[src/rtl/adc_seq_pkg.sv]
package adc_seq_pkg;

    localparam int CFG_W    = 16;
    localparam int MMISC_W  = 13;
    localparam int DATA_W   = 24;
    localparam int RSP_W    = 32;
    localparam int ADDR_W   = 3;

    localparam logic [RSP_W-1:0] NOT_READY = 32'hFFFF_FFFF;

    // register addresses decoded by the access engine
    localparam logic [ADDR_W-1:0] A_STATUS = 3'd0;
    localparam logic [ADDR_W-1:0] A_MODE   = 3'd1;
    localparam logic [ADDR_W-1:0] A_CONFIG = 3'd2;
    localparam logic [ADDR_W-1:0] A_DATA   = 3'd3;
    localparam logic [ADDR_W-1:0] A_IDENT  = 3'd4;

    // operation codes placed in mode bits 15:13
    localparam logic [2:0] MD_SINGLE = 3'b001;
    localparam logic [2:0] MD_ZS_CAL = 3'b100;
    localparam logic [2:0] MD_FS_CAL = 3'b101;

    typedef enum logic [1:0] {
        OP_CONVERT = 2'd0,
        OP_CALIB   = 2'd1,
        OP_RESET   = 2'd2,
        OP_NONE    = 2'd3
    } seq_op_e;

    typedef enum logic [1:0] {
        RC_NONE   = 2'd0,
        RC_NODEV  = 2'd1,
        RC_OTHER  = 2'd2
    } rsp_code_e;

    typedef enum logic [3:0] {
        S_IDLE, S_WR_CFG, S_WR_MODE, S_POLL, S_RD_DATA,
        S_IF_RST, S_RD_ID, S_RD_STAT
    } seq_state_e;

endpackage

[src/rtl/adc_cfg_pack.sv]
module adc_cfg_pack
    import adc_seq_pkg::*;
#(
    parameter int GAIN_W  = 3,
    parameter int CHAN_W  = 4,
    parameter int BUF_MIN = 2
) (
    input  logic [GAIN_W-1:0] gain,
    input  logic [CHAN_W-1:0] chan,
    input  logic              unipolar,
    input  logic [CFG_W-1:0]  misc,
    output logic [CFG_W-1:0]  cfg_word
);
    localparam logic [CFG_W-1:0] OWNED = 16'h171F;

    logic force_buf;

    always_comb begin
        force_buf = (32'(gain) >= BUF_MIN);
        cfg_word  = misc & ~OWNED;
        cfg_word[12]   = unipolar;
        cfg_word[10:8] = gain;
        cfg_word[3:0]  = chan;
        cfg_word[4]    = misc[4] | force_buf;
    end
endmodule

[src/rtl/adc_stat_decode.sv]
module adc_stat_decode (
    input  logic       nrdy_bit,
    input  logic       err_bit,
    input  logic [1:0] marker,
    output logic       ready,
    output logic       fault,
    output logic       marker_ok
);
    always_comb begin
        ready     = ~nrdy_bit;
        fault     = err_bit;
        marker_ok = (marker == 2'b01);
    end
endmodule

[src/rtl/adc_seq_ctrl.sv]
module adc_seq_ctrl
    import adc_seq_pkg::*;
#(
    parameter int POLL_MAX = 16
) (
    input  logic                clk,
    input  logic                rst_n,
    input  logic                cmd_valid,
    output logic                cmd_ready,
    input  logic [1:0]          cmd_op,
    input  logic [3:0]          cmd_chan,
    input  logic [2:0]          cmd_gain,
    input  logic                cmd_unipolar,
    input  logic [CFG_W-1:0]    cmd_cfg_misc,
    input  logic [MMISC_W-1:0]  cmd_mode_misc,
    output logic                rsp_valid,
    output logic [RSP_W-1:0]    rsp_data,
    output logic [1:0]          rsp_code,
    output logic                req_valid,
    output logic                req_rst,
    output logic                req_wr,
    output logic [ADDR_W-1:0]   req_addr,
    output logic [DATA_W-1:0]   req_wdata,
    input  logic                req_ack,
    input  logic [DATA_W-1:0]   req_rdata
);
    localparam int PW = $clog2(POLL_MAX + 1);
    localparam logic [PW-1:0] POLL_LAST = PW'(POLL_MAX - 1);

    typedef struct packed {
        seq_state_e          st;
        seq_op_e             op;
        logic                pass;
        logic [PW-1:0]       polls;
        logic [CFG_W-1:0]    cfg;
        logic [MMISC_W-1:0]  mmisc;
        logic [7:0]          id;
        logic                rv;
        logic [RSP_W-1:0]    rdat;
        rsp_code_e           rc;
    } ctx_t;

    ctx_t ctx_d, ctx_q;

    logic [CFG_W-1:0] cfg_new;
    logic st_ready, st_fault, st_marker_ok;
    logic [2:0] mode_code;

    adc_cfg_pack u_pack (
        .gain     (cmd_gain),
        .chan     (cmd_chan),
        .unipolar (cmd_unipolar),
        .misc     (cmd_cfg_misc),
        .cfg_word (cfg_new)
    );

    adc_stat_decode u_stat (
        .nrdy_bit  (req_rdata[7]),
        .err_bit   (req_rdata[6]),
        .marker    (req_rdata[4:3]),
        .ready     (st_ready),
        .fault     (st_fault),
        .marker_ok (st_marker_ok)
    );

    always_comb begin
        if (ctx_q.op == OP_CALIB) mode_code = ctx_q.pass ? MD_FS_CAL : MD_ZS_CAL;
        else                      mode_code = MD_SINGLE;
    end

    // request fields come from registered state only
    always_comb begin
        req_valid = (ctx_q.st != S_IDLE);
        req_rst   = (ctx_q.st == S_IF_RST);
        req_wr    = (ctx_q.st == S_WR_CFG) || (ctx_q.st == S_WR_MODE);
        req_wdata = '0;
        case (ctx_q.st)
            S_WR_CFG:  begin req_addr = A_CONFIG; req_wdata = {8'h00, ctx_q.cfg}; end
            S_WR_MODE: begin req_addr = A_MODE;   req_wdata = {8'h00, mode_code, ctx_q.mmisc}; end
            S_RD_DATA: req_addr = A_DATA;
            S_RD_ID:   req_addr = A_IDENT;
            default:   req_addr = A_STATUS;
        endcase
    end

    always_comb begin
        ctx_d    = ctx_q;
        ctx_d.rv = 1'b0;
        case (ctx_q.st)
            S_IDLE: if (cmd_valid) begin
                ctx_d.op    = seq_op_e'(cmd_op);
                ctx_d.cfg   = cfg_new;
                ctx_d.mmisc = cmd_mode_misc;
                ctx_d.pass  = 1'b0;
                ctx_d.polls = '0;
                case (seq_op_e'(cmd_op))
                    OP_RESET: ctx_d.st = S_IF_RST;
                    OP_NONE: begin
                        ctx_d.rv = 1'b1; ctx_d.rdat = '0; ctx_d.rc = RC_OTHER;
                    end
                    default:  ctx_d.st = S_WR_CFG;
                endcase
            end
            S_WR_CFG: if (req_ack) ctx_d.st = S_WR_MODE;
            S_WR_MODE: if (req_ack) begin
                ctx_d.st    = S_POLL;
                ctx_d.polls = '0;
            end
            S_POLL: if (req_ack) begin
                if (!st_ready) begin
                    if (ctx_q.polls == POLL_LAST) begin
                        ctx_d.st = S_IDLE; ctx_d.rv = 1'b1;
                        ctx_d.rdat = NOT_READY; ctx_d.rc = RC_NONE;
                    end else begin
                        ctx_d.polls = ctx_q.polls + 1'b1;
                    end
                end else if (st_fault) begin
                    ctx_d.st = S_IDLE; ctx_d.rv = 1'b1;
                    ctx_d.rdat = '0; ctx_d.rc = RC_OTHER;
                end else if (ctx_q.op == OP_CONVERT) begin
                    ctx_d.st = S_RD_DATA;
                end else if (!ctx_q.pass) begin
                    ctx_d.pass = 1'b1;
                    ctx_d.st   = S_WR_MODE;
                end else begin
                    ctx_d.st = S_IDLE; ctx_d.rv = 1'b1;
                    ctx_d.rdat = '0; ctx_d.rc = RC_NONE;
                end
            end
            S_RD_DATA: if (req_ack) begin
                ctx_d.st = S_IDLE; ctx_d.rv = 1'b1;
                ctx_d.rdat = {8'h00, req_rdata}; ctx_d.rc = RC_NONE;
            end
            S_IF_RST: if (req_ack) ctx_d.st = S_RD_ID;
            S_RD_ID: if (req_ack) begin
                ctx_d.id = req_rdata[7:0];
                if (req_rdata[7:0] == 8'h00 || req_rdata[7:0] == 8'hFF) begin
                    ctx_d.st = S_IDLE; ctx_d.rv = 1'b1;
                    ctx_d.rdat = {24'h0, req_rdata[7:0]}; ctx_d.rc = RC_NODEV;
                end else begin
                    ctx_d.st = S_RD_STAT;
                end
            end
            S_RD_STAT: if (req_ack) begin
                ctx_d.st = S_IDLE; ctx_d.rv = 1'b1;
                ctx_d.rdat = {24'h0, ctx_q.id};
                ctx_d.rc = st_marker_ok ? RC_NONE : RC_OTHER;
            end
            default: ctx_d.st = S_IDLE;
        endcase
    end

    always_ff @(posedge clk) begin
        if (!rst_n) begin
            ctx_q <= '{st: S_IDLE, op: OP_CONVERT, rc: RC_NONE, default: '0};
        end else begin
            ctx_q <= ctx_d;
        end
    end

    assign cmd_ready = (ctx_q.st == S_IDLE);
    assign rsp_valid = ctx_q.rv;
    assign rsp_data  = ctx_q.rdat;
    assign rsp_code  = ctx_q.rc;

endmodule

[config.mk]
export PLATFORM = sky130hd
export DESIGN_NAME = adc_seq_ctrl
export DESIGN_NICKNAME = d
export VERILOG_FILES = /design/src/rtl/adc_seq_pkg.sv /design/src/rtl/adc_cfg_pack.sv /design/src/rtl/adc_stat_decode.sv /design/src/rtl/adc_seq_ctrl.sv
export SDC_FILE = /design/constraint.sdc
export NUM_CORES = 1
export LEC_CHECK = 0
export BUFFER_PORTS_ARGS = -buffer_cell sky130_fd_sc_hd__buf_2
export CORE_ASPECT_RATIO = 1.25
export CORE_MARGIN = 4
export CORE_UTILIZATION = 50
export DETAILED_ROUTE_END_ITERATION = 8
export GPL_TIMING_DRIVEN = 0
export PLACE_DENSITY = 0.78
export SYNTH_ARGS = -nofsm -noshare
export SYNTH_HDL_FRONTEND = slang
export SYNTH_SLANG_ARGS = --single-unit
[constraint.sdc]
create_clock -name clk -period 3.6 [get_ports clk]
set_clock_uncertainty 0.15 [all_clocks]
set_input_delay 0.18 -clock clk [delete_from_list [all_inputs] [get_ports clk]]
set_output_delay 0.18 -clock clk [all_outputs]
set_load 0.005 [all_outputs]
==> results.txt <==
port bufs = 114
I/O pin cnt = 133
# nets final = 739
RSZ-0062 raised after global routing = false
Cell Area, Synth = 3790 um^2
Core Rows = 35
via count = 4083
H-tree depth = 3
share of cells above drive strength 1 = 28.2%
final wirelength = 11400 um
Final Instance Count excl. Fillers = 766
Skew-Pair Late Insertion Delay = 0.34 ns
total power = 2.61 mW
GR Util All Layers = 25.5%
pin count of the biggest net entering global routing = 13
CP max FO = 10
synthesis-to-finish area growth = 38.2%
fin. max-slew vios = 0
setup bufs post-CTS = 0
Pwr Density = 499 nW/um^2
Core Region = 7400 um^2
Worst Path Required = 3.27 ns
count leader, synth = nand2_1
Die X = 85.9 um
top cell type's share of synthesized area = 40.1%
sequential area share after synthesis = 40.1%
CTS root buf = clkbuf_8
Die ar. = 9050 um^2
final core occ = 70.8%
Worst setup SP type = register
first-pass GRT wire length = 18700 um
vias in the first global route = 3957
Residual DRC = 0
setup TNS = 0 ns
Fin Hold WS = 0.0112 ns
DR pass1 iterations = 5
Worst Hold Class = input port to register
Starting Density = 51.2%
Fin. Hold Viols = 0
Leakage = 2.33 nW
CTS Buf Count = 9
Synth top cells by count = nand2_1 (118), dfxtp_1 (76), a21oi_1 (70), buf_4 (42), clkbuf_1 (25)
Synth warnings = 0
Fmax = 363 MHz
CP Cell Sequence = buf_2, buf_2, nand2_1, nor2_1, clkbuf_1, a22o_1, buf_2
cell count after placement = 700
GP Congestion = 0.866
floorplan die height = 105 um
initial antenna violation count = 0
Avg Synthesized Cell Area = 7.78 um^2
largest area contributor in the netlist = dfxtp_1
fillers = 592
number of synthesized register bits = 76
crit-path max cell delay = 0.45 ns
TritonCTS clock tree = built
Sink Count = 76
Post-DRT Antenna Nets = 0
clk slew on worst S/H paths = 0.08 ns
Critical Path Most Common Cell = buf_2
total gr overflow = 0
final worst path period need = 2.76 ns
# diodes = 0
top post-synthesis cells by area = dfxtp_1 (40%), nand2_1 (12%), a21oi_1 (9.2%)
crit path DAT = 2.43 ns
post-DP HPWL = 7670 um
status = finished clean
main flop type after synthesis = dfxtp_1
VDD IR-drop max = 0.000329 V
WL per Instance = 14.9 um
Synth async-reset ratio = 0%
worst rel slew slack = 53.6%
clock tree buffer depth = 2
CP max-delay cell = clkbuf_1
vias per inst = 5.33
Final period util = 76.6%
Worst Max-Slew Pin Slew = 0.696 ns
final-report setup violation count = 0
library cells used by synthesis = 51
Worst setup EP type = primary output
Post-synth EDFFs = 0
DRT iter0 DRCs = 306
max cap viols = 0
critical path class = register to primary output
Syn Inst Count = 487
[cell usage in the layout (no fill, tap or decap), drive strengths merged, types with 3 or more instances in the layout]
cell         instances
o22ai               18
clkbuf              36
nor2                17
conb                 8
dlygate4sd3         51
buf                165
and3                 3
a22o                14
o21ai               16
inv                  8
a21oi               70
or4                  3
nor3                 9
and2                 6
o211ai               5
a2bb2oi              8
nor4                 3
nand2              118
nor3b                4
dfxtp               76
[logic make-up after synthesis]
logic type / count (synthesis) / share of synthesized area (%)
AND/OR/NAND/NOR: 177 / 20.6
AO/OA/AOI/OAI: 143 / 24.3
buffers and inverters: 85 / 13.5
flip-flops: 76 / 40.1
adder cells (fa/ha/maj): 2 / 0.660
XOR/XNOR: 2 / 0.462
other: 1 / 0.0989
multiplexers: 1 / 0.264
[stage by stage]
| stage | setup slack, ns | cell area (um^2) |
|---|---|---|
| finish | 0.844 | 5240 |
| global route | 0.694 | 5240 |
| CTS | 0.864 | 5240 |
| detailed placement | 1.05 | 4500 |
| global placement | 1.06 | 4500 |
| floorplan | 1.43 | 3820 |
[per-layer routing]
metal / track usage, % / share of wire, % / wire, um
met2: 44.9 / 52 / 5930
met3: 4.69 / 6.2 / 706
met4: 11.7 / 2.6 / 295
met1: 29.4 / 39 / 4500
met5: 0 / 0 / 0
[final cells by class]
class | instances | area [um^2] | area share [%]
multi-input cells | 333 | 1790 | 34.1
clock buffers | 11 | 151 | 2.89
plain buffers | 76 | 477 | 9.10
inverters | 9 | 33.8 | 0.645
well taps | 92 | 115 | 2.20
flip-flops and latches | 76 | 1520 | 29.0
clock inverters | 4 | 72.6 | 1.39
repair buffers | 165 | 1080 | 20.6
[power by group]
| part | internal, mW | switching (mW) |
|---|---|---|
| logic | 0.357 | 0.533 |
| clock network | 0.423 | 0.308 |
| registers | 0.937 | 0.0543 |
| total | 1.72 | 0.896 |
[path summary, 6_finish.rpt]
check,from,cells after the start,slack [ns],end
worst max-delay path,ctx_q[81],7,0.84,req_wdata[7]
worst min-delay path,req_rdata[21],3,0.01,rsp_data[21]
worst min register to register,ctx_q[56],2,0.31,ctx_q[56]
worst max register to register,ctx_q[72],9,1.06,rsp_data[20]
[worst max-delay path, delay by kind of cell, from the launching register on]
kind | cells | cell delay (ns)
AOI/OAI and AO/OA | 1 | 0.23
buffers and inverters | 4 | 0.98
DFF | 1 | 0.31
and+or+nand+nor | 2 | 0.56
[timing repair]
| item | 4_1_cts | 5_1_grt |
|---|---|---|
| hold endpoints to repair | 58 | 0 |
| endpoints found under the setup margin | 0 | 0 |
| gates resized for setup | 0 | 0 |
| hold buffers | 51 | 0 |
[flip-flops by register name, indices dropped and copies added (netlist names)]
name and cells:
ctx_q 48, rsp_data 25, rsp_code 2, rsp_valid 1
No activity file was read; power rests on OpenSTA's default activity.
